File: config.mk
export PLATFORM = sky130hd
export DESIGN_NAME = guarded_ctrl_reg
export DESIGN_NICKNAME = d
export VERILOG_FILES = /design/src/rtl/guarded_ctrl_reg.sv
export SDC_FILE = /design/constraint.sdc
export NUM_CORES = 1
export LEC_CHECK = 0
export ABC_AREA = 1
export BUFFER_PORTS_ARGS = -buffer_cell sky130_fd_sc_hd__buf_4
export CAP_MARGIN = 10
export CORE_MARGIN = 4
export CORE_UTILIZATION = 29
export DETAILED_ROUTE_END_ITERATION = 6
export GPL_TIMING_DRIVEN = 0
export PLACE_DENSITY = 0.56
export RECOVER_POWER = 100
export SLEW_MARGIN = 10
export SYNTH_ARGS = -nofsm -noshare
export SYNTH_HDL_FRONTEND = slang
export SYNTH_SLANG_ARGS = --single-unit
export TNS_END_PERCENT = 20
File: constraint.sdc
create_clock -name clk -period 3.8 [get_ports clk]
set_clock_uncertainty 0.1 [all_clocks]
set_input_delay 0.19 -clock clk [delete_from_list [all_inputs] [get_ports clk]]
set_output_delay 0.19 -clock clk [all_outputs]
set_load 0.1 [all_outputs]
File: src/rtl/guarded_ctrl_reg.sv
module guarded_ctrl_reg #(
  parameter int ADDR_W = 4,
  parameter logic [ADDR_W-1:0] LO_ADDR = 'd0,
  parameter logic [ADDR_W-1:0] HI_ADDR = 'd1,
  parameter logic [7:0] KEY_LO_A = 8'h46,
  parameter logic [7:0] KEY_LO_B = 8'h57,
  parameter logic [7:0] KEY_HI_A = 8'h78,
  parameter logic [7:0] KEY_HI_B = 8'h9A,
  parameter logic [15:0] RESET_VAL = 16'h0000
) (
  input  logic              clk,
  input  logic              rst_n,
  input  logic              wr_en,
  input  logic [ADDR_W-1:0] wr_addr,
  input  logic [1:0]        wr_op,
  input  logic [7:0]        wr_data,
  output logic [15:0]       reg_q
);

  localparam logic [1:0] OP_BYTE = 2'b00;
  localparam logic [1:0] OP_SET  = 2'b01;
  localparam logic [1:0] OP_CLR  = 2'b10;

  localparam logic [1:0] ST_IDLE  = 2'd0;
  localparam logic [1:0] ST_ARMED = 2'd1;
  localparam logic [1:0] ST_OPEN  = 2'd2;

  for (genvar g = 0; g < 2; g++) begin : g_lane
    localparam logic [ADDR_W-1:0] LANE_ADDR = (g == 0) ? LO_ADDR : HI_ADDR;
    localparam logic [7:0] K1 = (g == 0) ? KEY_LO_A : KEY_HI_A;
    localparam logic [7:0] K2 = (g == 0) ? KEY_LO_B : KEY_HI_B;
    localparam logic [7:0] RV = RESET_VAL[8*g +: 8];

    logic [1:0] st, st_nxt;
    logic [7:0] q, q_upd;
    logic hit, k1, k2;

    assign hit = wr_en && (wr_addr == LANE_ADDR);
    assign k1  = hit && (wr_op == OP_BYTE) && (wr_data == K1);
    assign k2  = hit && (wr_op == OP_BYTE) && (wr_data == K2);

    always_comb begin
      case (st)
        ST_IDLE:  st_nxt = k1 ? ST_ARMED : ST_IDLE;
        ST_ARMED: st_nxt = k2 ? ST_OPEN : (k1 ? ST_ARMED : ST_IDLE);
        default:  st_nxt = ST_IDLE;
      endcase
    end

    always_comb begin
      q_upd = q;
      case (wr_op)
        OP_BYTE: q_upd = wr_data;
        OP_SET:  q_upd[wr_data[2:0]] = 1'b1;
        OP_CLR:  q_upd[wr_data[2:0]] = 1'b0;
        default: q_upd = q;
      endcase
    end

    always_ff @(posedge clk or negedge rst_n) begin
      if (!rst_n) begin
        st <= ST_IDLE;
        q  <= RV;
      end else begin
        st <= st_nxt;
        if (st == ST_OPEN && hit) q <= q_upd;
      end
    end
  end

  assign reg_q = {g_lane[1].q, g_lane[0].q};

endmodule


==> flow_summary.ini, run 1 <==
[sta]
hold_viol = 0
fmax_mhz = 552.1
setup_viol = 0
rsz0062_at_grt = no
fin_crit_ns = 1.811
fin_crit_sh = 0.4766
worstMarginPinSlew_ns = 1.177
setup_ws_ns = 1.989
relSlewSlack = 0.2190
finalSetupTns_ns = 0
slew_violations = 0

[synth]
synth_most_common_cell = nand2_1
ys_warn_count = 0
syn-num-nets = 225
synthCells = 204
synth_ff_type = dfrtp_1
syn_area_per_cell_sq_um = 6.814
synth_top_area_cell = dfrtp_1
synth_area_sq_mm = 0.001390
yosys-top-cells-area = dfrtp_1 36%, nand2_1 11%, a21oi_1 10%, nor2_1 9.2%, inv_1 8.9%
yosysTopAreaCellShare = 0.3600
synth_cell_type_count = 20
synth_edf_count = 0
ys_seq_area_frac = 0.3600
synth_seq_cells = 20
ys_async_sr_fraction = 1.000
synthTopCellsByCount = 40 x nand2_1, 34 x nor2_1, 33 x inv_1, 29 x a21oi_1, 20 x dfrtp_1

[routing]
met1_length_um = 1848
wl_met2_um = 1740
met3_length_um = 124
drt_first_iter_violations = 105
ant_nets = 0
highest_layer = met4
drc_errors = 0
vias = 1355
vias_per_cell = 4.640
wl_per_cell_um = 12.76
firstDrtPassIters = 4
routed_wl_um = 3726

[worst_setup_path]
cpLargestDelayFamily = simple AND/OR/NAND/NOR gates
worst-path-buf-inv = 0
path_cells = nor2_1, nand2_1, nor2_1, nand2_1, nor2_1, nor2_1
path_max_fanout = 9
crit_path_frequent_cell = nor2_1
worst_setup_path_end_kind = register
cpMaxStageDelayCell = nor2_1
crit_type = register to register
crit_path_max_incr_delay_ns = 0.67
cp.arrival_ns = 1.86
start_kind = register
required_ns = 3.85

[clock_network]
cts_sinks = 20
cts_resized = 0
ctsHtreeMaxLevel = 1
cts_buffer_depth = 2
cts_tree = built
cts_buffers = 3
clock_latency_ns = 0.25
cts-root-buf = clkbuf_8
path_clk_slew_ns = 0.07

[placement]
gp_congestion = 0.8649
place_ws_ns = 2.117
portBuffers = 32
hpwl_um = 2854

[power_and_ir_drop]
total_power_uw = 426.3
p_leak_nw = 0.7493
peakVddDrop_mv = 0.1738
power_density_mw_per_mm2 = 257.4

[grt]
grt_pass1_vias = 1322
grt_max_degree = 21
grt_pass1_wl_um = 6313
track_usage = 0.1286
antenna_found_initial = 0
grt-ovfl-total = 0

[run_status]
status = completed

[floorplan]
start_util = 0.3086
die_h_um = 77.24
core.rowCount = 24
io-pin-count = 33
die_w_um = 77.24
die_area_sq_mm = 0.005965
core_sq_mm = 0.004504

[final_layout]
antenna_cells = 0
num-nets-final = 263
syn2layout_area_growth_pct = 19.17
drive_gt1_frac = 0.1167
multi_input_area_sq_um = 714.4
regArea_sq_um = 500.5
nFillCells = 522

[job]
drv_cap = 0

[min_path]
hp-class = input pin to register
[cells in the final DEF (no fill, tap or decap)]
master          n
nand2_1        41
nor2_4          2
nor2_2          1
inv_2           2
nor4_1          1
nand4_1         5
nand3_1         6
nor3b_1         1
buf_4          16
inv_1          33
nor2_1         36
nor3_1         17
clkbuf_1       17
dfrtp_1        20
and3_1          1
dlygate4sd3_1   1
clkbuf_8        3
ha_1            4
a21oi_1        29
buf_2           2
nand3_4         2
[area by class of cell]
| cell class | count | share of cell area |
|---|---|---|
| multi-input cells | 146 | 0.4313 |
| flip-flops and latches | 20 | 0.3021 |
| repair buffers | 33 | 0.1125 |
| inverters | 35 | 0.07931 |
| well taps | 52 | 0.03927 |
| clock buffers | 3 | 0.02492 |
| plain buffers | 3 | 0.01057 |
[through the flow]
step | hold slack, ns | instance area, sq um | std cells | util
2_1_floorplan | -0.2056 | 1390 | 204 | -
3_3_place_gp | -0.01086 | 1695 | 288 | 0.3764
3_5_place_dp | -0.009118 | 1695 | 288 | 0.3764
4_1_cts | 0.1217 | 1747 | 292 | 0.3878
5_1_grt | 0.1416 | 1657 | 292 | 0.3678
6_report | 0.1283 | 1657 | 292 | 0.3678
[power by group]
part | switching (mW) | internal, mW | total, mW
Clock | 0.0688 | 0.0706 | 0.139
Sequential | 0.000000460 | 0.213 | 0.213
Combinational | 0.0485 | 0.0258 | 0.0743
Total | 0.117 | 0.309 | 0.426
[cells by family after synthesis]
kind of cell,after synthesis,share of synthesized area
buffers and inverters,38,0.1071
and+or+nand+nor,113,0.3924
adders and majority gates,4,0.03601
AOI/OAI and AO/OA,29,0.1044
DFF,20,0.3600
[sequential cells by signal, summed over array words and instances (netlist names)]
register	cells
g_lane.q	16
g_lane.st	4
[layer usage]
layer / up-vias / global-route usage
li1: 722 / -
met1: 611 / 0.1797
met2: 20 / 0.2081
met3: 2 / 0.03162
met4: 0 / 0.01068
met5: - / 0
[final timing paths]
kind / startpoint / slack (ns) / endpoint / depth (start not counted)
min in group asynchronous: rst_n / 0.56 / g_lane[1].q[2] / 2
max reg2reg: g_lane[1].st[0] / 1.99 / g_lane[1].q[7] / 6
min reg2reg: g_lane[0].q[7] / 0.44 / g_lane[0].q[7] / 2
max: g_lane[1].st[0] / 1.99 / g_lane[1].q[7] / 6
min: wr_data[6] / 0.13 / g_lane[1].st[1] / 4
max in group asynchronous: rst_n / 2.39 / g_lane[0].q[6] / 2
[timing repair]
item,in CTS,in global routing
hold buffers,1,0
endpoints found under the hold margin,20,0
setup buffers,0,0
[worst min-delay path, delay by kind of cell]
kind | cells | cell delay [ns]
buffers and inverters | 1 | 0.10
and+or+nand+nor | 3 | 0.16
Power figures use the tool's default switching activity.
==> inputs of run 2 (changes only) <==
==> constraint.sdc (replaced) <==
create_clock -name clk -period 1.86 [get_ports clk]
set_clock_uncertainty 0.1 [all_clocks]
set_input_delay 0.093 -clock clk [delete_from_list [all_inputs] [get_ports clk]]
set_output_delay 0.093 -clock clk [all_outputs]
set_load 0.1 [all_outputs]
==> run 2 against run 1 <==
- global-route usage stayed put
- via count is 0.96% higher
- largest power group unchanged
- critical endpoint unchanged
- combinational power is 100% higher
- largest cell class unchanged
- highest routed layer unchanged
- clock-buffer cell count stayed put
==> flow_summary.ini, run 2 (synthesis results as in run 1) <==
[run_status]
status = completed

[clock_network]
cts_sinks = 20
ctsHtreeMaxLevel = 1
clock_latency_ns = 0.25
cts_resized = 0
cts_buffers = 3
ctsHoldBuffers = 1
cts-root-buf = clkbuf_8
post_cts_buffers = 0
cts_tree = built
path_clk_slew_ns = 0.07
cts_buffer_depth = 2

[worst_setup_path]
worstSetupStartpoint = g_lane[1].st[0]
worst-r2r-cell-count = 6
worst_setup_path_end_kind = register
crit_type = register to register
r2r-start = g_lane[1].st[0]
crit_path_frequent_cell = nor2_1
crit_path_max_incr_delay_ns = 0.43
start_kind = register
cp.arrival_ns = 1.57
path_cells = nor2_1, nand2_2, nor2_2, nand2_1, nor2_1, nor2_1
r2r_setup_slack_ns = 0.34
cpMaxStageDelayCell = nor2_2
path_max_fanout = 9
required_ns = 1.91
reg2reg_to = g_lane[1].q[7]

[grt]
antenna_found_initial = 0
grt_max_degree = 21
grtUsageMet1 = 0.1797
grt-ovfl-total = 0
top_usage_layer = met2
grt_pass1_wl_um = 6313
track_usage = 0.1286
use_met3 = 0.03162
grt_pass1_vias = 1322
grtUsageMet2 = 0.2081

[placement]
hpwl_um = 2854
gp_congestion = 0.8649
placed_area_sq_mm = 0.001695
portBuffers = 32

[routing]
wl_per_cell_um = 12.70
vias = 1368
drc_errors = 0
vias_per_cell = 4.685
drt_first_iter_violations = 108
ant_nets = 0
routed_wl_um = 3707
firstDrtPassIters = 4

[final_layout]
top_regs = g_lane.q x16, g_lane.st x4
nFillCells = 513
largest_register = g_lane.q
drive_gt1_frac = 0.1958
layout_common_cells = 40 x nand2_1, 34 x nor2_1, 33 x inv_1, 29 x a21oi_1, 20 x dfrtp_1
syn2layout_area_growth_pct = 21.51
antenna_cells = 0
num-nets-final = 263
largest_register_ffs = 16
final_common_cell = nand2_1
post-route-cell-area_sq_mm = 0.001689

[min_path]
hp-start = wr_data[6]
hp-class = input pin to register
hold-path-cell-count = 4
worstHoldEndpoint = g_lane[1].st[1]

[job]
drv_cap = 0

[floorplan]
start_util = 0.3086
die_area_sq_mm = 0.005965
core.rowCount = 24
die_h_um = 77.24
core_sq_mm = 0.004504
die_w_um = 77.24
io-pin-count = 33

[sta]
hold_viol = 0
fin_crit_sh = 0.8171
finalSetupTns_ns = 0
fmax_mhz = 658.0
fin_crit_ns = 1.520
relSlewSlack = 0.2687
rsz0062_at_grt = no
slew_violations = 0
worstMarginPinSlew_ns = 1.097
setup_viol = 0

[power_and_ir_drop]
p_leak_nw = 0.8054
power_density_mw_per_mm2 = 515.7
peakVddDrop_mv = 0.3432
==> run 2: how the worst max path moves through the flow <==
stage,end,slack (ns),depth (start not counted)
6_report,g_lane[1].q[7],0.34,6
5_1_grt,g_lane[1].q[7],0.18,6
4_1_cts,g_lane[0].q[7],0.38,6
3_5_place_dp,g_lane[0].q[7],0.27,8
3_3_place_gp,g_lane[0].q[7],0.31,8
2_1_floorplan,g_lane[0].q[3],0.36,4
==> run 2: power by group <==
group | switching, mW | internal, mW | total [mW]
registers | 0.000000958 | 0.435 | 0.435
logic | 0.0996 | 0.0528 | 0.152
clock network | 0.140 | 0.144 | 0.284
==> run 2: per-layer routing <==
layer  wire [um]  vias up
met3         221        2
met5           0        -
met2        1739       31
met4          12        0
met1        1733      614
li1            -      721
==> run 2: cell type report <==
cell class                      count  area (sq um)  area share
Multi-Input combinational cell    146         726.9      0.4304
Sequential cell                    20         500.5      0.2963
Timing Repair Buffer               33         206.4      0.1222
Inverter                           35         131.4     0.07778
Tap cell                           52         65.06     0.03852
Clock buffer                        3         41.29     0.02444
Buffer                              3         17.52     0.01037
==> run 2: critical path: cells and delay by family (launching register included) <==
kind	cells	cell delay, ns
and+or+nand+nor	6	0.94
DFF	1	0.38
==> run 2: stage by stage <==
stage	hold WS [ns]	cells	power (mW)	utilization	worst slack, ns
2_1_floorplan	-0.3026	204	0.5257	-	0.3561
3_3_place_gp	-0.1079	288	0.5951	0.3764	0.3073
3_5_place_dp	-0.1061	288	0.5962	0.3764	0.2740
4_1_cts	0.02472	292	0.8882	0.3878	0.3794
5_1_grt	0.04458	292	0.9254	0.3750	0.1798
6_report	0.03473	292	0.8711	0.3750	0.3402
==> inputs of run 3 (changes only) <==
==> constraint.sdc (replaced) <==
create_clock -name clk -period 1.46 [get_ports clk]
set_clock_uncertainty 0.1 [all_clocks]
set_input_delay 0.073 -clock clk [delete_from_list [all_inputs] [get_ports clk]]
set_output_delay 0.073 -clock clk [all_outputs]
set_load 0.1 [all_outputs]
==> run 3 against run 2 <==
- sequential share of layout area decreased by 0.70 points
- wire length increased by 3.1%
- first-iteration DRC count decreased by 9.3%
- hold slack lost 0.018 ns
- clock power grew 54%
- sequential cell count is the same
- critical path type unchanged
==> flow_summary.ini, run 3 (synthesis results as in run 1) <==
[run_status]
status = completed

[sta]
setup_viol = 0
slew_violations = 0
hold_viol = 0
worstMarginPinSlew_ns = 0.5457
relSlewSlack = 0.6377
fin_crit_ns = 1.339
fin_crit_sh = 0.9173
fmax_mhz = 746.7
setup_ws_ns = 0.1208
rsz0062_at_grt = no

[power_and_ir_drop]
power_frac_comb = 0.166
switching_share = 0.2729
switching_power_uw = 323.9
internal_power_uw = 862.9
power_density_mw_per_mm2 = 680.9
p_leak_nw = 0.8419
seqPwrFrac = 0.466
pwr-share-clk = 0.367
peakVddDrop_mv = 0.3894
total_power_mw = 1.187

[worst_setup_path]
start_kind = register
worst_setup_path_end_kind = register
r2r-start = g_lane[0].st[0]
crit_type = register to register
worst-r2r-cell-count = 5
reg2reg_to = g_lane[0].q[4]
r2r_setup_slack_ns = 0.12
cp.arrival_ns = 1.43
path_max_fanout = 9
required_ns = 1.55

[routing]
drc_errors = 0
wl_per_cell_um = 12.91
vias_per_cell = 4.743
vias = 1404
routed_wl_um = 3821
drt_first_iter_violations = 98
firstDrtPassIters = 4
ant_nets = 0

[final_layout]
largest_register = g_lane.q
drive_gt1_frac = 0.2131
layout.cells.non_filler = 296
antenna_cells = 0
top_regs = g_lane.q x16, g_lane.st x4
final_common_cell = nand2_1
multi_input_area_sq_um = 749.5
largest_register_ffs = 16
nFillCells = 488
syn2layout_area_growth_pct = 25.38
layout_common_cells = 39 x nand2_1, 34 x nor2_1, 33 x inv_1, 29 x a21oi_1
num-nets-final = 266
regArea_sq_um = 504.2

[grt]
track_usage = 0.1375
grt-ovfl-total = 0
grt_max_degree = 21
antenna_found_initial = 0
grt_pass1_vias = 1428
grt_pass1_wl_um = 6568

[clock_network]
cts_sinks = 20
path_clk_slew_ns = 0.08
clock_latency_ns = 0.26
cts_tree = built
cts-root-buf = clkbuf_8
post_cts_buffers = 0
cts_buffers = 3
cts_buffer_depth = 2
ctsHtreeMaxLevel = 1

[placement]
portBuffers = 32
hpwl_um = 2865
dp_cells = 288
place_ws_ns = -0.09203
gp_congestion = 0.8199

[floorplan]
io-pin-count = 33
die_area_sq_mm = 0.005965
die_h_um = 77.24
core.rowCount = 24
die_w_um = 77.24
core_sq_mm = 0.004504
start_util = 0.3086

[job]
drv_cap = 0

[min_path]
hold-path-cell-count = 4
hp-class = input pin to register
hp-start = wr_data[5]
worstHoldEndpoint = g_lane[0].st[0]
-- run 3: area by class of cell --
| cell class | count | share of cell area |
|---|---|---|
| Buffer | 3 | 0.01005 |
| Multi-Input combinational cell | 147 | 0.4300 |
| Timing Repair Buffer | 35 | 0.1263 |
| Inverter | 35 | 0.07538 |
| Tap cell | 52 | 0.03733 |
| Sequential cell | 20 | 0.2893 |
| Clock buffer | 4 | 0.03159 |
-- run 3: critical path, cell delays in order (launching register included) --
cell,delay (ns)
dfrtp_1,0.38
nor2_1,0.11
nand2_2,0.17
nor2_2,0.31
nor2_1,0.07
a21oi_1,0.12
-- run 3: power groups by stage --
stage	Clock [mW]	Sequential [mW]	Combinational (mW)
2_1_floorplan	0	0.565	0.105
3_3_place_gp	0	0.564	0.193
3_5_place_dp	0	0.564	0.195
4_1_cts	0.467	0.553	0.203
5_1_grt	0.488	0.553	0.224
6_report	0.436	0.553	0.198
-- run 3: worst max path at each step --
stage	depth (start not counted)	slack, ns	to	startpoint
finish	5	0.12	g_lane[0].q[4]	g_lane[0].st[0]
global route	5	0.02	g_lane[0].q[2]	g_lane[0].st[0]
CTS	5	0.03	g_lane[0].q[5]	g_lane[0].st[0]
detailed placement	8	-0.09	g_lane[0].q[7]	wr_op[0]
global placement	8	-0.1	g_lane[0].q[7]	wr_op[0]
floorplan	4	-0.04	g_lane[1].q[0]	g_lane[1].q[0]
-- run 3: per-layer routing --
metal	global-route usage	up-vias	wire length [um]
met5	0	-	0
met4	0.03559	0	34
met3	0.03630	5	255
met2	0.2237	46	1757
met1	0.1801	623	1773
li1	-	730	-
-- run 3: repair_timing --
item	4_1_cts	5_1_grt
hold buffers	3	0
gates cloned	1	0
resized for setup	0	2
hold endpoints to repair	22	0
pin swaps	1	0
endpoints found under the setup margin	1	4
-- run 3: per-stage QoR --
| stage | instance area, sq um | setup TNS (ns) | util | hold WS, ns |
|---|---|---|---|---|
| 2_1_floorplan | 1394 | -0.4838 | - | -0.3226 |
| 3_3_place_gp | 1699 | -0.1994 | 0.3772 | -0.1285 |
| 3_5_place_dp | 1699 | -0.1359 | 0.3772 | -0.1221 |
| 4_1_cts | 1790 | 0 | 0.3975 | 0.004058 |
| 5_1_grt | 1743 | 0 | 0.3869 | 0.009347 |
| 6_report | 1743 | 0 | 0.3869 | 0.01651 |
